`config.mk`:
```
export PLATFORM = sky130hd
export DESIGN_NAME = serial_rx
export DESIGN_NICKNAME = d
export VERILOG_FILES = /design/src/rtl/serial_rx_pkg.sv /design/src/rtl/rx_sync_2ff.sv /design/src/rtl/rx_tick_gen.sv /design/src/rtl/rx_fall_det.sv /design/src/rtl/rx_frame_fsm.sv /design/src/rtl/serial_rx.sv
export SDC_FILE = /design/constraint.sdc
export NUM_CORES = 1
export LEC_CHECK = 0
export BUFFER_PORTS_ARGS = -buffer_cell sky130_fd_sc_hd__clkbuf_2
export CAP_MARGIN = 20
export CORE_ASPECT_RATIO = 0.8
export CORE_MARGIN = 2
export CORE_UTILIZATION = 55
export CTS_CLUSTER_DIAMETER = 150
export DETAILED_ROUTE_END_ITERATION = 6
export PLACE_DENSITY = 0.74
export SYNTH_ARGS = -nofsm -noshare
export SYNTH_HDL_FRONTEND = slang
export SYNTH_HIERARCHICAL = 1
export SYNTH_SLANG_ARGS = --single-unit
export TNS_END_PERCENT = 1
```
`constraint.sdc`:
```
create_clock -name clk -period 3.25 [get_ports clk]
set_clock_uncertainty 0.05 [all_clocks]
set_input_delay 0 -clock clk [delete_from_list [all_inputs] [get_ports clk]]
set_output_delay 0 -clock clk [all_outputs]
set_load 0.02 [all_outputs]
```
`src/rtl/serial_rx_pkg.sv`:
```
package serial_rx_pkg;
    typedef enum logic [2:0] {
        ST_IDLE  = 3'd0,
        ST_START = 3'd1,
        ST_DATA  = 3'd2,
        ST_STOP  = 3'd3,
        ST_HOLD  = 3'd4
    } rx_state_e;

    localparam int unsigned OVERSAMPLE = 16;
endpackage

```
`src/rtl/rx_sync_2ff.sv`:
```
module rx_sync_2ff #(
    parameter logic IDLE_LEVEL = 1'b1
) (
    input  logic clk,
    input  logic rst,
    input  logic d_in,
    output logic q_out
);
    typedef struct packed {
        logic s1;
        logic s2;
    } sync_t;

    sync_t sync_d, sync_q;

    always_comb begin
        sync_d    = sync_q;
        sync_d.s1 = d_in;
        sync_d.s2 = sync_q.s1;
    end

    always_ff @(posedge clk) begin
        if (rst) begin
            sync_q <= '{s1: IDLE_LEVEL, s2: IDLE_LEVEL};
        end else begin
            sync_q <= sync_d;
        end
    end

    assign q_out = sync_q.s2;
endmodule

```
`src/rtl/rx_tick_gen.sv`:
```
module rx_tick_gen #(
    parameter int unsigned DIV = 27
) (
    input  logic clk,
    input  logic rst,
    output logic tick
);
    localparam int unsigned CW = (DIV > 1) ? $clog2(DIV) : 1;

    generate
        if (DIV > 1) begin : g_count
            logic [CW-1:0] cnt_d, cnt_q;
            logic          tick_d, tick_q;

            always_comb begin
                tick_d = 1'b0;
                if (cnt_q == CW'(DIV - 1)) begin
                    cnt_d  = '0;
                    tick_d = 1'b1;
                end else begin
                    cnt_d = cnt_q + 1'b1;
                end
            end

            always_ff @(posedge clk) begin
                if (rst) begin
                    cnt_q  <= '0;
                    tick_q <= 1'b0;
                end else begin
                    cnt_q  <= cnt_d;
                    tick_q <= tick_d;
                end
            end

            assign tick = tick_q;
        end else begin : g_every
            logic tick_q;
            always_ff @(posedge clk) begin
                if (rst) tick_q <= 1'b0;
                else     tick_q <= 1'b1;
            end
            assign tick = tick_q;
        end
    endgenerate
endmodule

```
`src/rtl/rx_fall_det.sv`:
```
module rx_fall_det (
    input  logic clk,
    input  logic rst,
    input  logic line,
    output logic fall
);
    logic prev_d, prev_q;

    always_comb prev_d = line;

    always_ff @(posedge clk) begin
        if (rst) prev_q <= 1'b1;
        else     prev_q <= prev_d;
    end

    assign fall = prev_q & ~line;
endmodule

```
`src/rtl/rx_frame_fsm.sv`:
```
module rx_frame_fsm
    import serial_rx_pkg::*;
#(
    parameter int unsigned DATA_BITS = 8,
    parameter int unsigned OVS       = OVERSAMPLE
) (
    input  logic                 clk,
    input  logic                 rst,
    input  logic                 tick,
    input  logic                 line,
    input  logic                 fall,
    output logic [DATA_BITS-1:0] word,
    output logic                 valid,
    output logic                 ferr
);
    localparam int unsigned TW   = $clog2(OVS);
    localparam int unsigned BW   = (DATA_BITS > 1) ? $clog2(DATA_BITS) : 1;
    localparam int unsigned HALF = OVS / 2;

    typedef struct packed {
        rx_state_e            st;
        logic [TW-1:0]        tcnt;
        logic [BW-1:0]        bcnt;
        logic [DATA_BITS-1:0] shreg;
        logic [DATA_BITS-1:0] dout;
        logic                 vld;
        logic                 err;
    } fsm_t;

    fsm_t fsm_d, fsm_q;

    always_comb begin
        fsm_d     = fsm_q;
        fsm_d.vld = 1'b0;
        fsm_d.err = 1'b0;
        case (fsm_q.st)
            ST_IDLE: begin
                if (fall) begin
                    fsm_d.st   = ST_START;
                    fsm_d.tcnt = '0;
                end
            end
            ST_START: begin
                if (tick) begin
                    if (fsm_q.tcnt == TW'(HALF - 1)) begin
                        fsm_d.tcnt = '0;
                        fsm_d.bcnt = '0;
                        fsm_d.st   = line ? ST_IDLE : ST_DATA;
                    end else begin
                        fsm_d.tcnt = fsm_q.tcnt + 1'b1;
                    end
                end
            end
            ST_DATA: begin
                if (tick) begin
                    if (fsm_q.tcnt == TW'(OVS - 1)) begin
                        fsm_d.tcnt  = '0;
                        fsm_d.shreg = {line, fsm_q.shreg[DATA_BITS-1:1]};
                        if (fsm_q.bcnt == BW'(DATA_BITS - 1)) begin
                            fsm_d.st = ST_STOP;
                        end else begin
                            fsm_d.bcnt = fsm_q.bcnt + 1'b1;
                        end
                    end else begin
                        fsm_d.tcnt = fsm_q.tcnt + 1'b1;
                    end
                end
            end
            ST_STOP: begin
                if (tick) begin
                    if (fsm_q.tcnt == TW'(OVS - 1)) begin
                        fsm_d.tcnt = '0;
                        if (line) begin
                            fsm_d.dout = fsm_q.shreg;
                            fsm_d.vld  = 1'b1;
                            fsm_d.st   = ST_IDLE;
                        end else begin
                            fsm_d.err = 1'b1;
                            fsm_d.st  = ST_HOLD;
                        end
                    end else begin
                        fsm_d.tcnt = fsm_q.tcnt + 1'b1;
                    end
                end
            end
            ST_HOLD: begin
                if (line) fsm_d.st = ST_IDLE;
            end
            default: fsm_d.st = ST_IDLE;
        endcase
    end

    always_ff @(posedge clk) begin
        if (rst) begin
            fsm_q <= '{st: ST_IDLE, tcnt: '0, bcnt: '0, shreg: '0,
                       dout: '0, vld: 1'b0, err: 1'b0};
        end else begin
            fsm_q <= fsm_d;
        end
    end

    assign word  = fsm_q.dout;
    assign valid = fsm_q.vld;
    assign ferr  = fsm_q.err;
endmodule

```
`src/rtl/serial_rx.sv`:
```
module serial_rx
    import serial_rx_pkg::*;
#(
    parameter int unsigned CLK_FREQ  = 50_000_000,
    parameter int unsigned BAUD      = 115_200,
    parameter int unsigned DATA_BITS = 8
) (
    input  logic                 clk,
    input  logic                 rst,
    input  logic                 rx_line,
    output logic [DATA_BITS-1:0] rx_data,
    output logic                 rx_valid,
    output logic                 frame_err
);
    localparam int unsigned DIV_RAW = CLK_FREQ / (BAUD * OVERSAMPLE);
    localparam int unsigned DIV     = (DIV_RAW < 1) ? 1 : DIV_RAW;

    logic line_s;
    logic tick;
    logic fall;

    rx_sync_2ff #(.IDLE_LEVEL(1'b1)) u_sync (
        .clk   (clk),
        .rst   (rst),
        .d_in  (rx_line),
        .q_out (line_s)
    );

    rx_tick_gen #(.DIV(DIV)) u_tick (
        .clk  (clk),
        .rst  (rst),
        .tick (tick)
    );

    rx_fall_det u_edge (
        .clk  (clk),
        .rst  (rst),
        .line (line_s),
        .fall (fall)
    );

    rx_frame_fsm #(.DATA_BITS(DATA_BITS), .OVS(OVERSAMPLE)) u_fsm (
        .clk   (clk),
        .rst   (rst),
        .tick  (tick),
        .line  (line_s),
        .fall  (fall),
        .word  (rx_data),
        .valid (rx_valid),
        .ferr  (frame_err)
    );
endmodule

```
* After elaboration in Yosys (flattened, before gate mapping)
Index checks and enable logic that the tools add are counted.
Word-level totals: register bits 37, bits in latches 0, RAM bits 0, ROM bits 0, bits of input ports 3, output and inout port bits 10, logic and storage cells 70, memories kept 0
Cells by class: add/sub/neg operators 3, $mul 0, div/mod/pow operators 0, magnitude comparators 0, equality and inequality tests 18, shifts and indexed selects 0, mux-type cells 22, bitwise operators 5, reduce and logical (&&, ||, !) cells 10
Operators with widths (count):
- 2-to-1 mux 3 bit | 8
- 2-to-1 mux 18 bit | 1
- case mux 4 bit (4 select lines) | 1
- case mux 3 bit (5 select lines) | 1
- 2-to-1 mux 7 bit | 2
- != test 2 bit (second input constant) | 6
- 2-to-1 mux 11 bit | 1
- 2-to-1 mux 10 bit | 1
- AND reduction 9 bit | 1
- 2-to-1 mux 4 bit | 2
- != test 2 x 1 -> 1 bit (second input constant) | 4
- equality test 3 x 2 -> 1 bit (second input constant) | 2
- equality test 3 bit (second input constant) | 2
- case mux 3 bit (2 select lines) | 1
- AND reduction 6 bit | 1
- adder 5 x 1 -> 5 bit (second input constant) | 1
- equality test 5 bit (second input constant) | 1
- AND reduction 5 bit | 1
- adder 4 x 1 -> 4 bit (second input constant) | 1
- equality test 4 x 3 -> 1 bit (second input constant) | 1
- equality test 4 bit (second input constant) | 1
- NOT 1 bit | 4
- AND reduction 4 bit | 1
- nonzero test 4 bit | 1
- other kinds (10) | 12

* Depth between registers and ports, before layout
word-level depth 5, depth in mapped cells 6, depth with buffers taken out 6

* Modules after synthesis
Netlist, hierarchy kept.
By module, submodules not included:
- rx_frame_fsm | times used 1, cells each 147, area each 1370.1 um^2
- rx_tick_gen | times used 1, cells each 24, area each 270.3 um^2
- rx_sync_2ff | times used 1, cells each 4, area each 52.6 um^2
- rx_fall_det | times used 1, cells each 3, area each 35.0 um^2

* Least setup slack after synthesis
No wires, ideal clock.
path kind register to register, from register u_fsm/fsm_q[18] (netlist name), to register u_fsm/fsm_q[26] (netlist name), setup time 0.121 ns, arrival 1.516 ns, data required time 3.079 ns, path slack 1.562 ns, stages on the path, launching flop included 7, path buffers 0, path through dfxtp_1 > ha_1 > ha_1 > a21o_1 > a221oi_1 > a31o_2 > mux2_4
On the way: word-level cells in the longest chain between the ends 3
RTL lines:
- start: declaration | RTL line rx_frame_fsm.sv:30 | fsm_t fsm_d, fsm_q;
- start signal: assignment | RTL line rx_frame_fsm.sv:95 | fsm_q <= '{st: ST_IDLE, tcnt: '0, bcnt: '0, shreg: '0,
- start signal: assignment | RTL line rx_frame_fsm.sv:98 | fsm_q <= fsm_d;
- equality test 3 bit | RTL line rx_frame_fsm.sv:59 | if (fsm_q.bcnt == BW'(DATA_BITS - 1)) begin
- != test 2 x 1 -> 1 bit (no source line)
- AND reduction 9 bit (no source line)
Every way passes these cells. A chain may end at the register's enable or synchronous reset.

* Final worst setup path
from register u_fsm/fsm_q[21] (netlist name), to register u_fsm.fsm_q (netlist bit u_fsm/word[2])
On the way: word-level cells in the longest chain between the ends 2
RTL lines:
- equality test 4 bit | RTL line rx_frame_fsm.sv:71 | if (fsm_q.tcnt == TW'(OVS - 1)) begin
- AND reduction 4 bit (no source line)
Every way passes these cells.

==> reports/results.env <==
AVGROUTEDWIREPERCELL_UM=13.40
FINALWORSTPATHREQUIREDPERIOD_PS=2101
GP_CONGESTION=0.8443
SETUP_TOTAL_NEGATIVE_SLACK_PS=0
SYN-INSTANCE-COUNT=178
POSTSYNTH.ASYNCRESETSHARE=0
SYNTH_MOST_COMMON_CELL='sky130_fd_sc_hd__dfxtp_1'
POST_SYNTH_MOST_FREQUENT_CELLS='sky130_fd_sc_hd__dfxtp_1 (37), sky130_fd_sc_hd__nor2_1 (22), sky130_fd_sc_hd__mux2i_1 (20)'
GRT_USE_TOTAL=0.1883
CLOCK_TREE_FROM_TRITONCTS='yes'
DIE_HEIGHT_UM=54.14
GLOBALROUTEOVERFLOWTOTAL=0
NFILLCELLS=258
POST_SYNTH_INSTANCE_AREA_UM2=1728
YOSYS.AREA.TOP_TYPE_SHARE=0.4287
DPL_CELL_AREA_UM2=1728
PORT_BUFFERS=12
DETAILROUTE.VIA_COUNT=1288
FINAL_LAYOUT_SIZE_SUFFIX_GT1_FRAC=0.1703
SYNTH.LARGEST_AREA_CELL='sky130_fd_sc_hd__dfxtp_1'
ANTENNA_LEFT=0
RSZ0062_AT_GRT='no'
FINAL_UTIL=0.6033
WORST_SETUP_PATH_START_KIND='flop'
WORSTPATHREQUIRED_PS=3350
AVGSYNTHCELLAREA_UM2=9.707
GRT_FIRST_PASS_WIRELENGTH_MM=4.899
DETAIL_ROUTE.DRC_VIOLATIONS=0
WORSTSETUPPATHTYPE='reg2reg'
GRT_PASS1_VIAS=1082
YOSYS_WARNINGS=6
WORST-SLEW-PIN-TRANSITION_PS=725.7
SYNTH_CELL_TYPE_COUNT=45
CTS_HTREE_LEVELS=2
POWER_PER_CELL_AREA_nW_PER_UM2=452.1
REG2REG_DEPTH=5
SYNTH_TOP_CELLS_BY_AREA='sky130_fd_sc_hd__dfxtp_1 (43%), sky130_fd_sc_hd__mux2i_1 (12%), sky130_fd_sc_hd__nor2_1 (4.8%)'
CTS_ROOT_BUFFER='sky130_fd_sc_hd__clkbuf_8'
ANTENNA_FOUND_INITIAL=0
HOLD_PATH.CLASS='in2reg'
SYNTH.FF_LATCH_COUNT=37
CTS_BUFFER_DEPTH=2
IO_PINS=13
COUNT_OF_FLIP_FLOPS_WITH_A_BUILT_IN_ENABLE_AFTER_SYNTHESIS=0
SETUP_SLACK_PS=1149
SYNTH_FF_TYPE='sky130_fd_sc_hd__dfxtp_1'
FLOORPLAN.ROWS=18
IR_DROP_mV=0.2892
DRT_WL_TOTAL_MM=2.974
WORST_EP_ARRIVAL_TIME_PS=2200
OUTCOME='finished clean'
ANTENNA-DIODE-COUNT=0
CTS_INSERTED_BUFFERS=5
CTSRESIZECOUNT=0
SYNTH.NET_COUNT=186
HOLD_DEPTH=2
P_LEAK_nW=0.7632
ROUTED_VIA_DENSITY=5.802
POSTCTSSETUPREPAIRBUFS=0
NUM_CLOCK_SINKS=37
MAX_CAP_VIOLATIONS=0
CRIT_FANOUT=9
TOTAL_COUNT_OF_HOLD_CHECK_FAILURES_IN_THE_FINAL_REPORT=0
INITIAL_CORE_UTIL=0.5683
SYNTH_SEQ_AREA_SHARE=0.4287
FIRSTDRTPASSITERS=4
NUM-NETS-FINAL=189
FINAL_MAX_SLEW_VIOL_COUNT=0
FINAL_CYCLE_UTILIZATION_OF_THE_CRITICAL_PATH=0.6464
FIRST_ITER_VIOLATIONS=145
PLACE_WORST_SETUP_SLACK_PS=1160
TIMING.MAX_SLEW.REL_SLACK=0.5162
REPORT.FINAL.SETUP_VIOL=0
HPWL_MM=1.987
CLKSLEWWORSTSETUPHOLDPATHS_PS=70
DIE_WIDTH_UM=66.67
CORE_REGION_AREA_UM2=3040
SYNTHTOLAYOUTAREAGROWTH_PCT=6.155
CRIT_PATH_END_KIND='flop'
GRT_START_MAX_NET_PINS=40
FIN_AREA_UM2=1834
OVERALL_DIE_AREA_UM2=3609
TIMING.FMAX_MHz=476.0
SKEW_PAIR_LATE_INSERTION_DELAY_PS=290
[cell families (layout without fill, tap and decap cells)]
| logic type | after synthesis | after routing | share of synthesized area |
|---|---|---|---|
| AOI/OAI and AO/OA | 28 | 28 | 0.1093 |
| xor gates and xnor gates | 1 | 1 | 0.005070 |
| adders and majority gates | 5 | 5 | 0.03621 |
| buffers and inverters | 20 | 24 | 0.07024 |
| DFF | 37 | 37 | 0.4287 |
| muxes | 21 | 21 | 0.1245 |
| and+or+nand+nor | 66 | 66 | 0.2259 |
[power by group]
part           internal [mW]  switching [mW]  total [mW]
Sequential             0.459         0.00853       0.467
Clock                  0.172           0.160       0.332
Combinational         0.0134          0.0168      0.0302
[layout by cell type, fill, tap and decap left out, types with 2 or more instances in the layout]
master / count
sky130_fd_sc_hd__inv_1: 3
sky130_fd_sc_hd__nor2b_1: 4
sky130_fd_sc_hd__a21o_1: 2
sky130_fd_sc_hd__or2_1: 3
sky130_fd_sc_hd__nand2b_1: 4
sky130_fd_sc_hd__mux2i_1: 20
sky130_fd_sc_hd__nor4_2: 2
sky130_fd_sc_hd__nor2_1: 22
sky130_fd_sc_hd__and3_1: 3
sky130_fd_sc_hd__nor3_1: 7
sky130_fd_sc_hd__clkbuf_2: 12
sky130_fd_sc_hd__o211ai_1: 2
sky130_fd_sc_hd__ha_1: 5
sky130_fd_sc_hd__nand2_1: 4
sky130_fd_sc_hd__clkbuf_8: 6
sky130_fd_sc_hd__o21bai_1: 2
sky130_fd_sc_hd__and4_2: 2
sky130_fd_sc_hd__nor3b_1: 3
sky130_fd_sc_hd__o21ai_0: 4
sky130_fd_sc_hd__and4b_1: 2
sky130_fd_sc_hd__a21oi_1: 7
sky130_fd_sc_hd__a31oi_1: 2
sky130_fd_sc_hd__dfxtp_1: 37
sky130_fd_sc_hd__nand4_1: 2
[flip-flops by register name, indices dropped and copies added, names as in the netlist]
| register | cells |
|---|---|
| u_edge/prev_q | 1 |
| u_fsm/ferr | 1 |
| u_fsm/fsm_q | 18 |
| u_fsm/valid | 1 |
| u_fsm/word | 8 |
| u_sync/q_out | 1 |
| u_sync/sync_d | 1 |
| u_tick/g_count.cnt_q | 5 |
| u_tick/tick | 1 |
[routing by layer]
layer,track usage,vias to the layer above,part of all wire
met5,0,-,0
met4,0.09184,0,0.012
met3,0.06904,3,0.069
met2,0.2867,37,0.46
met1,0.2378,612,0.46
li1,-,636,-
[stage by stage]
stage | std cells | hold WS (ps) | power, mW
final | 222 | 311.8 | 0.8293
after global routing | 222 | 368.6 | 0.8641
after CTS | 222 | 309.3 | 0.8400
after detailed placement | 213 | 134.0 | 0.5064
after global placement | 213 | 131.8 | 0.5048
after floorplan | 178 | 21.61 | 0.4986
[cell type report]
type                            instances  area, um^2  area share
Sequential cell                        37       740.7      0.4038
Timing Repair Buffer                   13       70.07     0.03820
Inverter                                3       11.26    0.006139
Multi-Input combinational cell        121       865.8      0.4720
Tap cell                               40       50.05     0.02729
Clock buffer                            6       82.58     0.04502
Clock inverter                          2       13.76    0.007503
[worst max-delay path, stage by stage, from the launching register on]
cell and delay (ps):
sky130_fd_sc_hd__dfxtp_1 400, sky130_fd_sc_hd__ha_1 290, sky130_fd_sc_hd__and4b_1 310, sky130_fd_sc_hd__nand4_1 510
sky130_fd_sc_hd__mux2i_1 330, sky130_fd_sc_hd__nor2_1 80
[final timing paths]
check	endpoint	start	slack [ps]
max	u_fsm/word[2]	u_fsm/fsm_q[21]	1150
min	u_fsm/fsm_q[17]	rst	310
max reg2reg	u_fsm/word[2]	u_fsm/fsm_q[21]	1150
min reg2reg	u_sync/q_out	u_sync/sync_d[0]	370
[timing repair]
item | in CTS | in global routing
hold buffers | 1 | 0
endpoints found under the setup margin | 0 | 0
hold endpoints to repair | 1 | 0
(Power assumes the default switching activity.)
